## config.mk

```make
export PLATFORM = sky130hd
export DESIGN_NAME = acqrel_sequencer
export DESIGN_NICKNAME = d
export VERILOG_FILES = /design/src/rtl/acqrel_pkg.sv /design/src/rtl/seq_ctrl.sv /design/src/rtl/seq_datapath.sv /design/src/rtl/acqrel_sequencer.sv
export SDC_FILE = /design/constraint.sdc
export NUM_CORES = 1
export LEC_CHECK = 0
export ABC_CLOCK_PERIOD_IN_PS = 5300
export BUFFER_PORTS_ARGS = -buffer_cell sky130_fd_sc_hd__buf_4
export CAP_MARGIN = 30
export CORE_ASPECT_RATIO = 0.5
export CORE_MARGIN = 2
export CORE_UTILIZATION = 61
export CTS_CLUSTER_SIZE = 14
export DETAILED_ROUTE_END_ITERATION = 7
export GPL_ROUTABILITY_DRIVEN = 0
export PLACE_DENSITY = 0.85
export SLEW_MARGIN = 0
export SYNTH_ARGS = -nofsm -noshare
export SYNTH_HDL_FRONTEND = slang
export SYNTH_HIERARCHICAL = 1
export SYNTH_SLANG_ARGS = --single-unit
```

## constraint.sdc

```tcl
create_clock -name clk -period 5.3 [get_ports clk]
set_clock_uncertainty 0.1 [all_clocks]
set_input_delay 1.06 -clock clk [delete_from_list [all_inputs] [get_ports clk]]
set_output_delay 1.06 -clock clk [all_outputs]
set_load 0.02 [all_outputs]
```

## src/rtl/acqrel_pkg.sv

```systemverilog
package acqrel_pkg;

  typedef enum logic [2:0] {
    K_PLAIN  = 3'd0,
    K_ACQ    = 3'd1,
    K_REL    = 3'd2,
    K_ACQREL = 3'd3,
    K_KBEGIN = 3'd4,
    K_KEND   = 3'd5
  } reqKind_e;

  typedef enum logic [1:0] {
    W_IDLE  = 2'd0,
    W_INV   = 2'd1,
    W_FLUSH = 2'd2
  } walkPhase_e;

  // strobes from control to datapath
  typedef struct packed {
    logic step;       // a command handshake completed
    logic stepFlush;  // that command was a flush
    logic pushKe;     // queue a kernel-end context
    logic popKe;      // retire the head kernel-end context
  } seqStrobes_t;

endpackage

```

## src/rtl/seq_ctrl.sv

```systemverilog
module seq_ctrl
  import acqrel_pkg::*;
#(
  parameter int NBLK  = 64,
  parameter int CNT_W = $clog2(2*NBLK+1)
) (
  input  logic             clk,
  input  logic             rstN,
  input  logic             reqValid,
  input  logic [2:0]       reqKind,
  input  logic             cmdReady,
  input  logic             idxLast,
  input  logic             wbZero,
  input  logic             invZero,
  input  logic [CNT_W-1:0] invCount,
  input  logic             keFull,
  input  logic             keEmpty,
  output logic             reqReady,
  output logic             cmdValid,
  output logic             cmdOp,
  output logic             kdoneValid,
  output seqStrobes_t      strb
);

  walkPhase_e phase;
  logic       chainFlush;
  reqKind_e   kind;
  logic       busy, invRoom, accept, startInv, startFlush, fire;

  assign kind    = reqKind_e'(reqKind);
  assign busy    = (phase != W_IDLE);
  assign invRoom = (invCount <= CNT_W'(NBLK));

  always_comb begin
    case (kind)
      K_ACQ, K_ACQREL: reqReady = !busy && wbZero && invRoom;
      K_REL:           reqReady = !busy && wbZero;
      K_KBEGIN:        reqReady = !busy && invRoom;
      K_KEND:          reqReady = !busy && !keFull;
      default:         reqReady = wbZero && (phase != W_FLUSH);
    endcase
  end

  assign accept     = reqValid && reqReady;
  assign startInv   = accept && ((kind == K_ACQ) || (kind == K_ACQREL) ||
                                 ((kind == K_KBEGIN) && (wbZero || invZero)));
  assign startFlush = accept && ((kind == K_REL) || ((kind == K_KEND) && wbZero));

  assign cmdValid   = busy;
  assign cmdOp      = (phase == W_FLUSH);
  assign fire       = cmdValid && cmdReady;
  assign kdoneValid = !keEmpty && wbZero && !busy;

  always_comb begin
    strb.step      = fire;
    strb.stepFlush = (phase == W_FLUSH);
    strb.pushKe    = accept && (kind == K_KEND);
    strb.popKe     = kdoneValid;
  end

  always_ff @(posedge clk or negedge rstN) begin
    if (!rstN) begin
      phase      <= W_IDLE;
      chainFlush <= 1'b0;
    end else begin
      case (phase)
        W_IDLE: begin
          if (startInv) begin
            phase      <= W_INV;
            chainFlush <= (kind == K_ACQREL);
          end else if (startFlush) begin
            phase <= W_FLUSH;
          end
        end
        W_INV: begin
          if (fire && idxLast) begin
            phase      <= chainFlush ? W_FLUSH : W_IDLE;
            chainFlush <= 1'b0;
          end
        end
        W_FLUSH: begin
          if (fire && idxLast) phase <= W_IDLE;
        end
        default: phase <= W_IDLE;
      endcase
    end
  end


  chain_flush_chk: assert property (@(posedge clk) disable iff (!rstN)
    (phase == W_INV) && chainFlush && fire && idxLast |=> cmdValid && cmdOp);


  drain_block_chk: assert property (@(posedge clk) disable iff (!rstN)
    !wbZero && reqValid && reqReady |-> (kind == K_KBEGIN) || (kind == K_KEND));


  walk_busy_chk: assert property (@(posedge clk) disable iff (!rstN)
    cmdValid && reqValid && reqReady |-> !(reqKind inside {3'd1, 3'd2, 3'd3, 3'd4, 3'd5}));


  inv_room_chk: assert property (@(posedge clk) disable iff (!rstN)
    (invCount > CNT_W'(NBLK)) && reqValid && reqReady |-> !(reqKind inside {3'd1, 3'd3, 3'd4}));

endmodule

```

## src/rtl/seq_datapath.sv

```systemverilog
module seq_datapath
  import acqrel_pkg::*;
#(
  parameter int NBLK     = 64,
  parameter int CTX_W    = 4,
  parameter int KE_DEPTH = 4,
  parameter int IDX_W    = $clog2(NBLK),
  parameter int CNT_W    = $clog2(2*NBLK+1)
) (
  input  logic             clk,
  input  logic             rstN,
  input  seqStrobes_t      strb,
  input  logic [CTX_W-1:0] reqCtx,
  input  logic             wbDone,
  input  logic             invDone,
  output logic [IDX_W-1:0] cmdIndex,
  output logic             idxLast,
  output logic [CNT_W-1:0] wbCount,
  output logic [CNT_W-1:0] invCount,
  output logic             wbZero,
  output logic             invZero,
  output logic             keFull,
  output logic             keEmpty,
  output logic [CTX_W-1:0] kdoneCtx,
  output logic             retryPulse
);

  localparam int PTR_W  = (KE_DEPTH > 1) ? $clog2(KE_DEPTH) : 1;
  localparam int FILL_W = $clog2(KE_DEPTH + 1);

  logic [IDX_W-1:0]  idx;
  logic              wbInc, wbDec, invInc, invDec;
  logic [CTX_W-1:0]  keMem [KE_DEPTH];
  logic [PTR_W-1:0]  wrPtr, rdPtr;
  logic [FILL_W-1:0] fill;

  assign cmdIndex = idx;
  assign idxLast  = (idx == IDX_W'(NBLK - 1));
  assign wbZero   = (wbCount == '0);
  assign invZero  = (invCount == '0);
  assign wbInc    = strb.step && strb.stepFlush;
  assign invInc   = strb.step && !strb.stepFlush;
  assign wbDec    = wbDone && !wbZero;
  assign invDec   = invDone && !invZero;
  assign keFull   = (fill == FILL_W'(KE_DEPTH));
  assign keEmpty  = (fill == '0);
  assign kdoneCtx = keMem[rdPtr];

  always_ff @(posedge clk or negedge rstN) begin
    if (!rstN) begin
      idx        <= '0;
      wbCount    <= '0;
      invCount   <= '0;
      retryPulse <= 1'b0;
    end else begin
      if (strb.step) idx <= idxLast ? '0 : idx + IDX_W'(1);
      wbCount    <= wbCount + CNT_W'(wbInc) - CNT_W'(wbDec);
      invCount   <= invCount + CNT_W'(invInc) - CNT_W'(invDec);
      retryPulse <= wbDone || invDone;
    end
  end

  // pending kernel-end storage, one register per slot
  for (genvar g = 0; g < KE_DEPTH; g++) begin : g_keSlot
    always_ff @(posedge clk or negedge rstN) begin
      if (!rstN) keMem[g] <= '0;
      else if (strb.pushKe && (wrPtr == PTR_W'(g))) keMem[g] <= reqCtx;
    end
  end

  always_ff @(posedge clk or negedge rstN) begin
    if (!rstN) begin
      wrPtr <= '0;
      rdPtr <= '0;
      fill  <= '0;
    end else begin
      if (strb.pushKe) wrPtr <= (wrPtr == PTR_W'(KE_DEPTH - 1)) ? '0 : wrPtr + PTR_W'(1);
      if (strb.popKe)  rdPtr <= (rdPtr == PTR_W'(KE_DEPTH - 1)) ? '0 : rdPtr + PTR_W'(1);
      fill <= fill + FILL_W'(strb.pushKe) - FILL_W'(strb.popKe);
    end
  end


  wb_floor_chk: assert property (@(posedge clk) disable iff (!rstN)
    wbDone && wbZero && !wbInc |=> wbZero);


  wb_inc_chk: assert property (@(posedge clk) disable iff (!rstN)
    wbInc && !wbDone |=> wbCount == $past(wbCount) + CNT_W'(1));


  ke_overflow_chk: assert property (@(posedge clk) disable iff (!rstN)
    !(strb.pushKe && keFull && !strb.popKe));


  retry_chk: assert property (@(posedge clk) disable iff (!rstN)
    wbDone || invDone |=> retryPulse);

endmodule

```

## src/rtl/acqrel_sequencer.sv

```systemverilog
module acqrel_sequencer
  import acqrel_pkg::*;
#(
  parameter int NBLK     = 64,
  parameter int CTX_W    = 4,
  parameter int KE_DEPTH = 4,
  parameter int IDX_W    = $clog2(NBLK),
  parameter int CNT_W    = $clog2(2*NBLK+1)
) (
  input  logic             clk,
  input  logic             rstN,
  input  logic             reqValid,
  output logic             reqReady,
  input  logic [2:0]       reqKind,
  input  logic [CTX_W-1:0] reqCtx,
  output logic             cmdValid,
  input  logic             cmdReady,
  output logic             cmdOp,
  output logic [IDX_W-1:0] cmdIndex,
  input  logic             wbDone,
  input  logic             invDone,
  output logic             retryPulse,
  output logic             kdoneValid,
  output logic [CTX_W-1:0] kdoneCtx,
  output logic [CNT_W-1:0] wbCount,
  output logic [CNT_W-1:0] invCount
);

  seqStrobes_t strb;
  logic idxLast, wbZero, invZero, keFull, keEmpty;

  seq_ctrl #(.NBLK(NBLK), .CNT_W(CNT_W)) u_ctrl (
    .clk(clk), .rstN(rstN), .reqValid(reqValid), .reqKind(reqKind),
    .cmdReady(cmdReady), .idxLast(idxLast), .wbZero(wbZero), .invZero(invZero),
    .invCount(invCount), .keFull(keFull), .keEmpty(keEmpty),
    .reqReady(reqReady), .cmdValid(cmdValid), .cmdOp(cmdOp),
    .kdoneValid(kdoneValid), .strb(strb)
  );

  seq_datapath #(.NBLK(NBLK), .CTX_W(CTX_W), .KE_DEPTH(KE_DEPTH),
                 .IDX_W(IDX_W), .CNT_W(CNT_W)) u_dp (
    .clk(clk), .rstN(rstN), .strb(strb), .reqCtx(reqCtx),
    .wbDone(wbDone), .invDone(invDone), .cmdIndex(cmdIndex), .idxLast(idxLast),
    .wbCount(wbCount), .invCount(invCount), .wbZero(wbZero), .invZero(invZero),
    .keFull(keFull), .keEmpty(keEmpty), .kdoneCtx(kdoneCtx), .retryPulse(retryPulse)
  );


  cmd_hold_chk: assert property (@(posedge clk) disable iff (!rstN)
    cmdValid && !cmdReady |=> cmdValid && $stable(cmdIndex) && $stable(cmdOp));


  kdone_drain_chk: assert property (@(posedge clk) disable iff (!rstN)
    kdoneValid |-> (wbCount == '0) && !cmdValid);

endmodule

```

---- Word-level counts from Yosys, hierarchy flattened ----
Index checks and enable logic that the tools add are counted.
storage, ports and cells
  bits in registers ....................... 49
  latch bits .............................. 0
  memory bits (writable) .................. 0
  ROM bits ................................ 0
  input port bits ......................... 13
  output and inout port bits .............. 31
  word-level logic and storage cells ...... 103
  memories ................................ 0
cells by class
  add/sub/neg operators ................... 9
  multipliers ............................. 0
  divide/modulo/power cells ............... 0
  $lt $le $gt $ge ......................... 2
  equal/unequal tests ..................... 18
  shift-type cells ........................ 0
  multiplexer cells ....................... 16
  bitwise operators ....................... 1
  reduce and logical (&&, ||, !) cells .... 44
operators by type and width
  kind                 number
  $logic_and 1x1->1    23
  $add 8x1->8          2
  $logic_not 8->1      2
  $sub 8x1->8          2
  $mux 2               7
  $eq 3x3->1 const B   3
  $bmux 4 s2           1
  $eq 2x2->1 const B   4
  $le 8x7->1 const B   1
  $mux 4               2
  $add 6x1->6 const B  1
  $eq 3x2->1 const B   2
  $eq 6x6->1 const B   1
  $logic_not 1->1      6
  $mux 6               1
  $ne 2x1->1 const B   3
  $pmux 2 s3           1
  $reduce_and 3->1     2
  $logic_or 1x1->1     5
  $add 2x1->2 const B  2
  $eq 2x1->1 const B   2
  $logic_not 2->1      2
  $pmux 1 s4           1
  $reduce_bool 2->1    2
  11 further kinds     12

---- Logic depth before layout (Yosys ltp) ----
Gate-level depths: netlist of run 1.
  depth after elaboration ................. 10
  gate-level depth with buffers ........... 15
  mapped depth without buffers ............ 15

---- By module ----
The synthesis of run 1 kept the hierarchy.
by module, submodules not included
  module        times used  cells an instance  area an instance (µm²)  sequential area each (µm²)
  seq_datapath  1           228                2,578.7                 1,151.1
  seq_ctrl      1           41                 336.6                   75.1

---- Least setup slack after synthesis of run 1 ----
OpenSTA, ideal clock, no wires.
  path type ............................... input port to flip-flop
  start point ............................. input reqKind[1]
  end point ............................... register u_dp.fill[2]
  library setup time ...................... 0.123 ns
  arrival time ............................ 3.132 ns
  required time ........................... 5.077 ns
  setup slack ............................. 1.946 ns
  cell stages on the path ................. 10
  buffers on the path ..................... 0
  cell sequence ........................... nand2b_1 -> a2bb2oi_1 -> o311ai_4 -> nand2_2 -> nor2_1 -> ha_1 -> inv_1 -> fa_1 -> xnor2_1 -> xnor2_1
RTL lines
  item                    RTL line                text
  start: declaration      acqrel_sequencer.sv:14  input logic [2:0] reqKind,
  end signal: assignment  seq_datapath.sv:79      fill <= fill + FILL_W'(strb.pushKe) - FILL_W'(strb.popKe);
  end: declaration        seq_datapath.sv:35      logic [FILL_W-1:0] fill;

==> impl_results.md, run 1 <==
- Status: completed
- Initial antenna violation count: 0
- Drt first-iter violations: 83
- Crit-path slowest cell: nor2_1
- Vias in the first global route: 2,169
- Syn avg cell area: 10.84 µm²
- Crit path max-delay family: simple AND/OR/NAND/NOR gates
- Die Wd: 101.8 µm
- Most frequent cells in the layout: 49 x dfrtp_1, 43 x buf_4, 36 x inv_1, 30 x ha_1, 20 x mux2_2
- Share of layout cells above drive strength 1: 0.2603
- CP bufs+invs: 2
- Clock Path Buffers: 2
- Final hold violations: 0
- Starting density of the core: 0.6496
- Most used cell, CP: xnor2_1
- Syn nets: 315
- Startpoint types: input port
- Main synth FF type: dfrtp_1
- Via count: 2,068
- GRT Total Usage: 0.2295
- Overflow after GRT: 0
- Worst Path Required: 5420 ps
- Hold Buf Count CTS: 0
- Part of the Yosys area used for sequential elements: 0.4206
- Leading area contributor after synthesis: dfrtp_1
- Number of H-tree levels: 2
- Worst Path Max Fanout: 9
- Max-cap violations: 0
- Root Driver: clkbuf_8
- Start point of the critical path: reqKind[0]
- Register area: 1226 µm²
- Critical path class: input port to flip-flop
- Clk Latency, worst-skew pair: 290 ps
- Worst Reg-to-Reg Cells: 10
- Slowest Stage Delay on Critical Path: 410 ps
- Ys Warns: 6
- Post-Route WL: 5.402 mm
- VDD IR max: 0.4532 mV
- Hold WS: 399.5 ps
- RSZ-0062 raised after global routing: no
- Critical path data arrival time: 3420 ps
- Synth Register Bits: 49
- Reg-to-reg critical path startpoint: u_dp/invCount[1]
- Area Growth Syn to Fin: 15.92%
- Post-CTS sizing: 0
- Vias/cell: 5.428
- Max Freq: 303.0 MHz
- Final period utilization: 0.6227
- Post-route ant nets: 0
- Worst R2R Setup Slack: 2000 ps
- Mapped Cells: 269
- Pins Over Slew Limit: 0
- Nature of the critical path endpoint: flip-flop
- Remaining DRCs: 0
- Slew headroom: 0.5854
- Cells along the critical path: buf_4, nor2b_1, a2bb2oi_1, o311ai_4, nand2_2, nor2_1, ha_1, inv_1, fa_1, xnor2_1, xnor2_1
- Clock sink total: 49
- Total die area: 5382 µm²
- Largest cells by area after synthesis: dfrtp_1 42%, ha_1 13%, mux2_2 7.7%
- Port Buffers: 43
- Post-synth EDFFs: 0
- Async set-reset flop share out of synthesis: 1.000
- Most common cell after layout, fill and taps aside: dfrtp_1
- First-pass GRT wire length: 9.480 mm
- Largest net degree at the start of global routing: 50
- Final setup fails: 0
- Multi-input gate area: 1523 µm²
- Setup TNS: 0 ps
- DR pass1 iterations: 4
- Post-DP HPWL: 4.178 mm
- Minimum clock period: 3300 ps
- HP Class: flip-flop to flip-flop
- Post-layout net count: 360
- Util after Layout: 0.7530
- Clock transition at path regs: 90 ps
- Worst setup path endpoint: u_dp/fill[2]
- Core area: 4488 µm²
- Worst R2R End: u_dp/fill[2]
- FILL cells: 313
- Stages on worst setup path: 11
- Cts bufs inserted: 5
- Netlist Area Pre-Place: 2915 µm²
- Least-Margin Pin Slew: 621.9 ps
- Power per cell area: 540.7 nW/µm²
- I/O Pins: 44
- Row count: 17
- Number of antenna cells inserted: 0
- Die Y: 52.89 µm
- Yosys top cell area share: 0.4206
- Leakage: 1.712 nW
- Drt wl/cell: 14.18 µm
- CTS tree: done
- Setup Fix Bufs, Post-CTS: 0
- Yosys cell types: 48
==> per-stage QoR <==
step | setup WS [ps] | std cells | power [mW] | instance area [µm²]
after floorplan | 1946 | 269 | 1.304 | 2915
after global placement | 1857 | 373 | 1.550 | 3289
after detailed placement | 1686 | 373 | 1.605 | 3289
after CTS | 1995 | 381 | 1.837 | 3379
after global routing | 1826 | 381 | 1.984 | 3379
final | 2000 | 381 | 1.827 | 3379
==> per-layer routing <==
layer,up-vias,part of all wire,global-route usage
met5,-,0,0
met4,0,0.0057,0.05856
met3,4,0.032,0.04888
met2,31,0.50,0.4211
met1,1024,0.46,0.2801
li1,1009,-,-
==> worst register-to-register path, stage by stage, from the launching register on <==
cell      delay, ps
dfrtp_1         470
or4_1           570
o31a_1          290
o311ai_4        280
nand2_2         120
nor2_1          410
ha_1            230
inv_1            50
fa_1            380
xnor2_1         190
xnor2_1         130
==> sequential cells by signal, indices dropped and copies added, names as in the netlist <==
name / flops
u_dp/invCount: 8
u_ctrl/phase: 2
u_dp/fill: 3
u_dp/wbCount: 8
u_dp/keMem: 16
u_ctrl/chainFlush: 1
u_dp/cmdIndex: 6
u_dp/rdPtr: 2
u_dp/wrPtr: 2
u_dp/retryPulse: 1
==> worst min path at each step <==
| stage | from | end | depth (start not counted) |
|---|---|---|---|
| 2_1_floorplan | u_dp/fill[2] | u_dp/fill[2] | 1 |
| 3_3_place_gp | u_dp/fill[2] | u_dp/fill[2] | 1 |
| 3_5_place_dp | u_dp/fill[2] | u_dp/fill[2] | 1 |
| 4_1_cts | u_dp/fill[2] | u_dp/fill[2] | 1 |
| 5_1_grt | u_dp/fill[2] | u_dp/fill[2] | 1 |
| 6_report | u_dp/fill[2] | u_dp/fill[2] | 1 |
==> final cells by class <==
| type | instances | share of cell area |
|---|---|---|
| multi-input combinational | 179 | 0.4506 |
| tap | 66 | 0.02444 |
| sequential | 49 | 0.3628 |
| clock inverter | 3 | 0.006294 |
| timing repair buffer | 43 | 0.09552 |
| clock buffer | 5 | 0.02036 |
| inverter | 36 | 0.03999 |
==> cells by family after synthesis <==
kind of cell | Yosys count | share of synthesized area
muxes | 24 | 0.1082
AOI/OAI and AO/OA | 36 | 0.09014
adders and majority gates | 33 | 0.1494
xor gates and xnor gates | 13 | 0.03906
buffers and inverters | 41 | 0.05708
and+or+nand+nor | 73 | 0.1356
DFF | 49 | 0.4206
==> cells in the mapped netlist (5+ instances only) <==
| cell | instances |
|---|---|
| nor3b_1 | 5 |
| nor2_1 | 15 |
| nor2b_1 | 6 |
| ha_1 | 30 |
| nand2b_1 | 11 |
| nand2_1 | 11 |
| inv_1 | 36 |
| mux2_2 | 20 |
| dfrtp_1 | 49 |
| xnor2_1 | 12 |
| o21ai_0 | 6 |
| a21oi_1 | 10 |
| nand3_1 | 5 |
| nor3_1 | 6 |
==> report_power, final <==
part           total, mW  internal [mW]  switching (mW)
Sequential         0.576          0.480          0.0964
Combinational       1.03          0.467           0.561
Clock              0.223         0.0939           0.129
Total               1.83           1.04           0.786
No activity file was read; power rests on OpenSTA's default activity.
==> inputs of run 2 (changes only) <==
--- a/config.mk
+++ b/config.mk
@@ -5,16 +5,16 @@
 export SDC_FILE = /design/constraint.sdc
 export NUM_CORES = 1
 export LEC_CHECK = 0
-export ABC_CLOCK_PERIOD_IN_PS = 5300
+export ABC_CLOCK_PERIOD_IN_PS = 3300
 export BUFFER_PORTS_ARGS = -buffer_cell sky130_fd_sc_hd__buf_4
 export CAP_MARGIN = 30
 export CORE_ASPECT_RATIO = 0.5
 export CORE_MARGIN = 2
-export CORE_UTILIZATION = 61
+export CORE_UTILIZATION = 57
 export CTS_CLUSTER_SIZE = 14
 export DETAILED_ROUTE_END_ITERATION = 7
 export GPL_ROUTABILITY_DRIVEN = 0
-export PLACE_DENSITY = 0.85
+export PLACE_DENSITY = 0.8
 export SLEW_MARGIN = 0
 export SYNTH_ARGS = -nofsm -noshare
 export SYNTH_HDL_FRONTEND = slang
==> constraint.sdc (replaced) <==
create_clock -name clk -period 3.3 [get_ports clk]
set_clock_uncertainty 0.1 [all_clocks]
set_input_delay 0.66 -clock clk [delete_from_list [all_inputs] [get_ports clk]]
set_output_delay 0.66 -clock clk [all_outputs]
set_load 0.02 [all_outputs]
==> run 2 against run 1 <==
  * Die area is 6.6% higher
  * Power increased by 61%
  * Critical path type is now flip-flop to flip-flop
  * First-iteration DRC count shrank 14%
  * Via count is 0.73% lower
  * Flip-flop and latch count unchanged
  * Setup slack lost 1800 ps
  * Count of clock-buffer cells in the layout rose by 1
  * Critical path depth fell by 1
  * Highest routed layer unchanged
  * Cell count up 1.6%
  * Hold slack worse by 150 ps
==> impl_results.md, run 2 (same netlist as run 1, synthesis figures left out) <==
- Status: completed
- Die Y: 54.57 µm (+3.2%)
- Area Growth Syn to Fin: 16.48%
- Slew headroom: 0.5882 (+0.002793)
- DR WL met3: 166 µm (-2.9%)
- I/O Pins: 44 (unchanged)
- Drt wl/cell: 14.19 µm (about the same)
- Vias in the first global route: 1,989 (-8.3%)
- Minimum clock period: 3051 ps
- Row count: 18 (+1)
- Remaining DRCs: 0 (unchanged)
- Metal1 wirelength: 2.690 mm (+8.1%)
- Overflow after GRT: 0 (unchanged)
- Finished Layout Cells: 387 (+1.6%)
- Worst Path Max Fanout: 6 (-3)
- DR pass1 iterations: 4 (unchanged)
- Worst Path Required: 3440 ps (-1980 ps)
- Largest register FFs: 16 (unchanged)
- Most used cell, CP: xnor2_1
- Clock transition at path regs: 90 ps (about the same)
- Pwr Total: 2.951 mW (+61%)
- Worst Reg-to-Reg Cells: 10 (unchanged)
- Crit-path slowest cell: or4_1
- Startpoint types: flip-flop
- Share of layout cells above drive strength 1: 0.2618 (+0.001512)
- Most frequent cells in the layout: 49 x dfrtp_1, 45 x buf_4, 36 x inv_1, 30 x ha_1, 20 x mux2_2
- Number of antenna cells inserted: 0 (unchanged)
- Total die area: 5737 µm² (+6.6%)
- Hold Buf Count CTS: 0 (unchanged)
- RSZ-0062 raised after global routing: no
- Final hold violations: 0 (unchanged)
- Cts bufs inserted: 5 (unchanged)
- Max Freq: 327.8 MHz
- Final period utilization: 0.9245
- Pins Over Slew Limit: 0 (unchanged)
- CTS tree: done
- HP Class: input port to asynchronous set/reset pin
- First-pass GRT wire length: 8.956 mm (-5.5%)
- Post-layout net count: 362 (+0.56%)
- Core area: 4932 µm² (+9.9%)
- GRT Total Usage: 0.2062 (-0.02332)
- Least-Margin Pin Slew: 617.7 ps (-4.190 ps)
- Number of H-tree levels: 2 (unchanged)
- Power per cell area: 868.9 nW/µm² (+61%)
- Critical path data arrival time: 3190 ps (-230 ps)
- Post-CTS sizing: 0 (unchanged)
- Leakage: 1.724 nW (+0.70%)
- Highest metal used: met4
- Stages on worst setup path: 10 (-1)
- Post-DP HPWL: 4.218 mm (+0.95%)
- Crit path max-delay family: simple AND/OR/NAND/NOR gates
- Setup Fix Bufs, Post-CTS: 0 (unchanged)
- Starting density of the core: 0.5911 (-0.05850)
- Post-Route WL: 5.492 mm (+1.7%)
- Post-route ant nets: 0 (unchanged)
- Vias/cell: 5.305 (-2.3%)
- Max-cap violations: 0 (unchanged)
- Largest net degree at the start of global routing: 50 (unchanged)
- Clock sink total: 49 (unchanged)
- VDD IR max: 0.6309 mV (+39%)
- Clock Path Buffers: 2 (unchanged)
- Port Buffers: 43 (unchanged)
- Final setup fails: 0 (unchanged)
- Critical path class: flip-flop to flip-flop
- Root Driver: clkbuf_8
- Util after Layout: 0.6885 (-0.06451)
- Dpl cells: 379 (+1.6%)
- Setup TNS: 0 ps (unchanged)
- Largest registers: u_dp/keMem (16), u_dp/invCount (8), u_dp/wbCount (8)
- Top reg by flops: u_dp/keMem
- Clk Latency, worst-skew pair: 310 ps (+20 ps)
- Cells along the critical path: or4_1, o31a_1, o311ai_4, nand2_2, nor2_1, ha_1, inv_1, fa_1, xnor2_1, xnor2_1
- Via count: 2,053 (-0.73%)
- Slowest Stage Delay on Critical Path: 580 ps (+170 ps)
- WL met2: 2.586 mm (-4.6%)
- Die Wd: 105.1 µm (+3.3%)
- Drt first-iter violations: 71 (-14%)
- CP bufs+invs: 1 (-1)
- Initial antenna violation count: 0 (unchanged)
- Hold WS: 249.7 ps (-149.8 ps)
- Most common cell after layout, fill and taps aside: dfrtp_1
- Nature of the critical path endpoint: flip-flop
## run 2: cell type report
| type | instances | area, µm² |
|---|---|---|
| Clock buffer | 6 | 72.57 |
| Timing Repair Buffer | 45 | 337.8 |
| Tap cell | 70 | 87.58 |
| Fill cell | 369 | 1536 |
| Inverter | 36 | 135.1 |
| Sequential cell | 49 | 1226 |
| Multi-Input combinational cell | 179 | 1523 |
| Clock inverter | 2 | 13.76 |
## run 2: worst register-to-register path: stages, from the launching register on
cell,delay [ps]
dfrtp_1,470
or4_1,580
o31a_1,300
o311ai_4,270
nand2_2,120
nor2_1,160
ha_1,170
inv_1,50
fa_1,370
xnor2_1,240
xnor2_1,160
## run 2: worst paths after layout
kind                                  startpoint          endpoint  slack, ps
min in group clk                   u_dp/keMem[0]     u_dp/keMem[0]        410
max in group asynchronous                   rstN  u_dp/invCount[7]       2420
worst max register to register  u_dp/invCount[1]      u_dp/fill[2]        250
worst min register to register     u_dp/keMem[0]     u_dp/keMem[0]        410
worst min-delay path                        rstN     u_dp/keMem[8]        250
worst max-delay path            u_dp/invCount[1]      u_dp/fill[2]        250
## run 2: metal layers
metal / GRT usage / up-vias
met1: 0.2581 / 992
met3: 0.05119 / 7
li1: - / 1022
met2: 0.3615 / 32
met5: 0 / -
met4: 0.07556 / 0
## run 2: per-stage QoR
| stage | area (µm²) | setup slack [ps] |
|---|---|---|
| after detailed placement | 3309 | 261.7 |
| final | 3396 | 249.0 |
| after global placement | 3309 | 365.5 |
| after floorplan | 2915 | 99.24 |
| after global routing | 3396 | 126.8 |
| after CTS | 3396 | 235.0 |
## run 2: power breakdown
group	switching (mW)	internal (mW)
clock	0.212	0.152
combinational	0.910	0.749
sequential	0.157	0.771
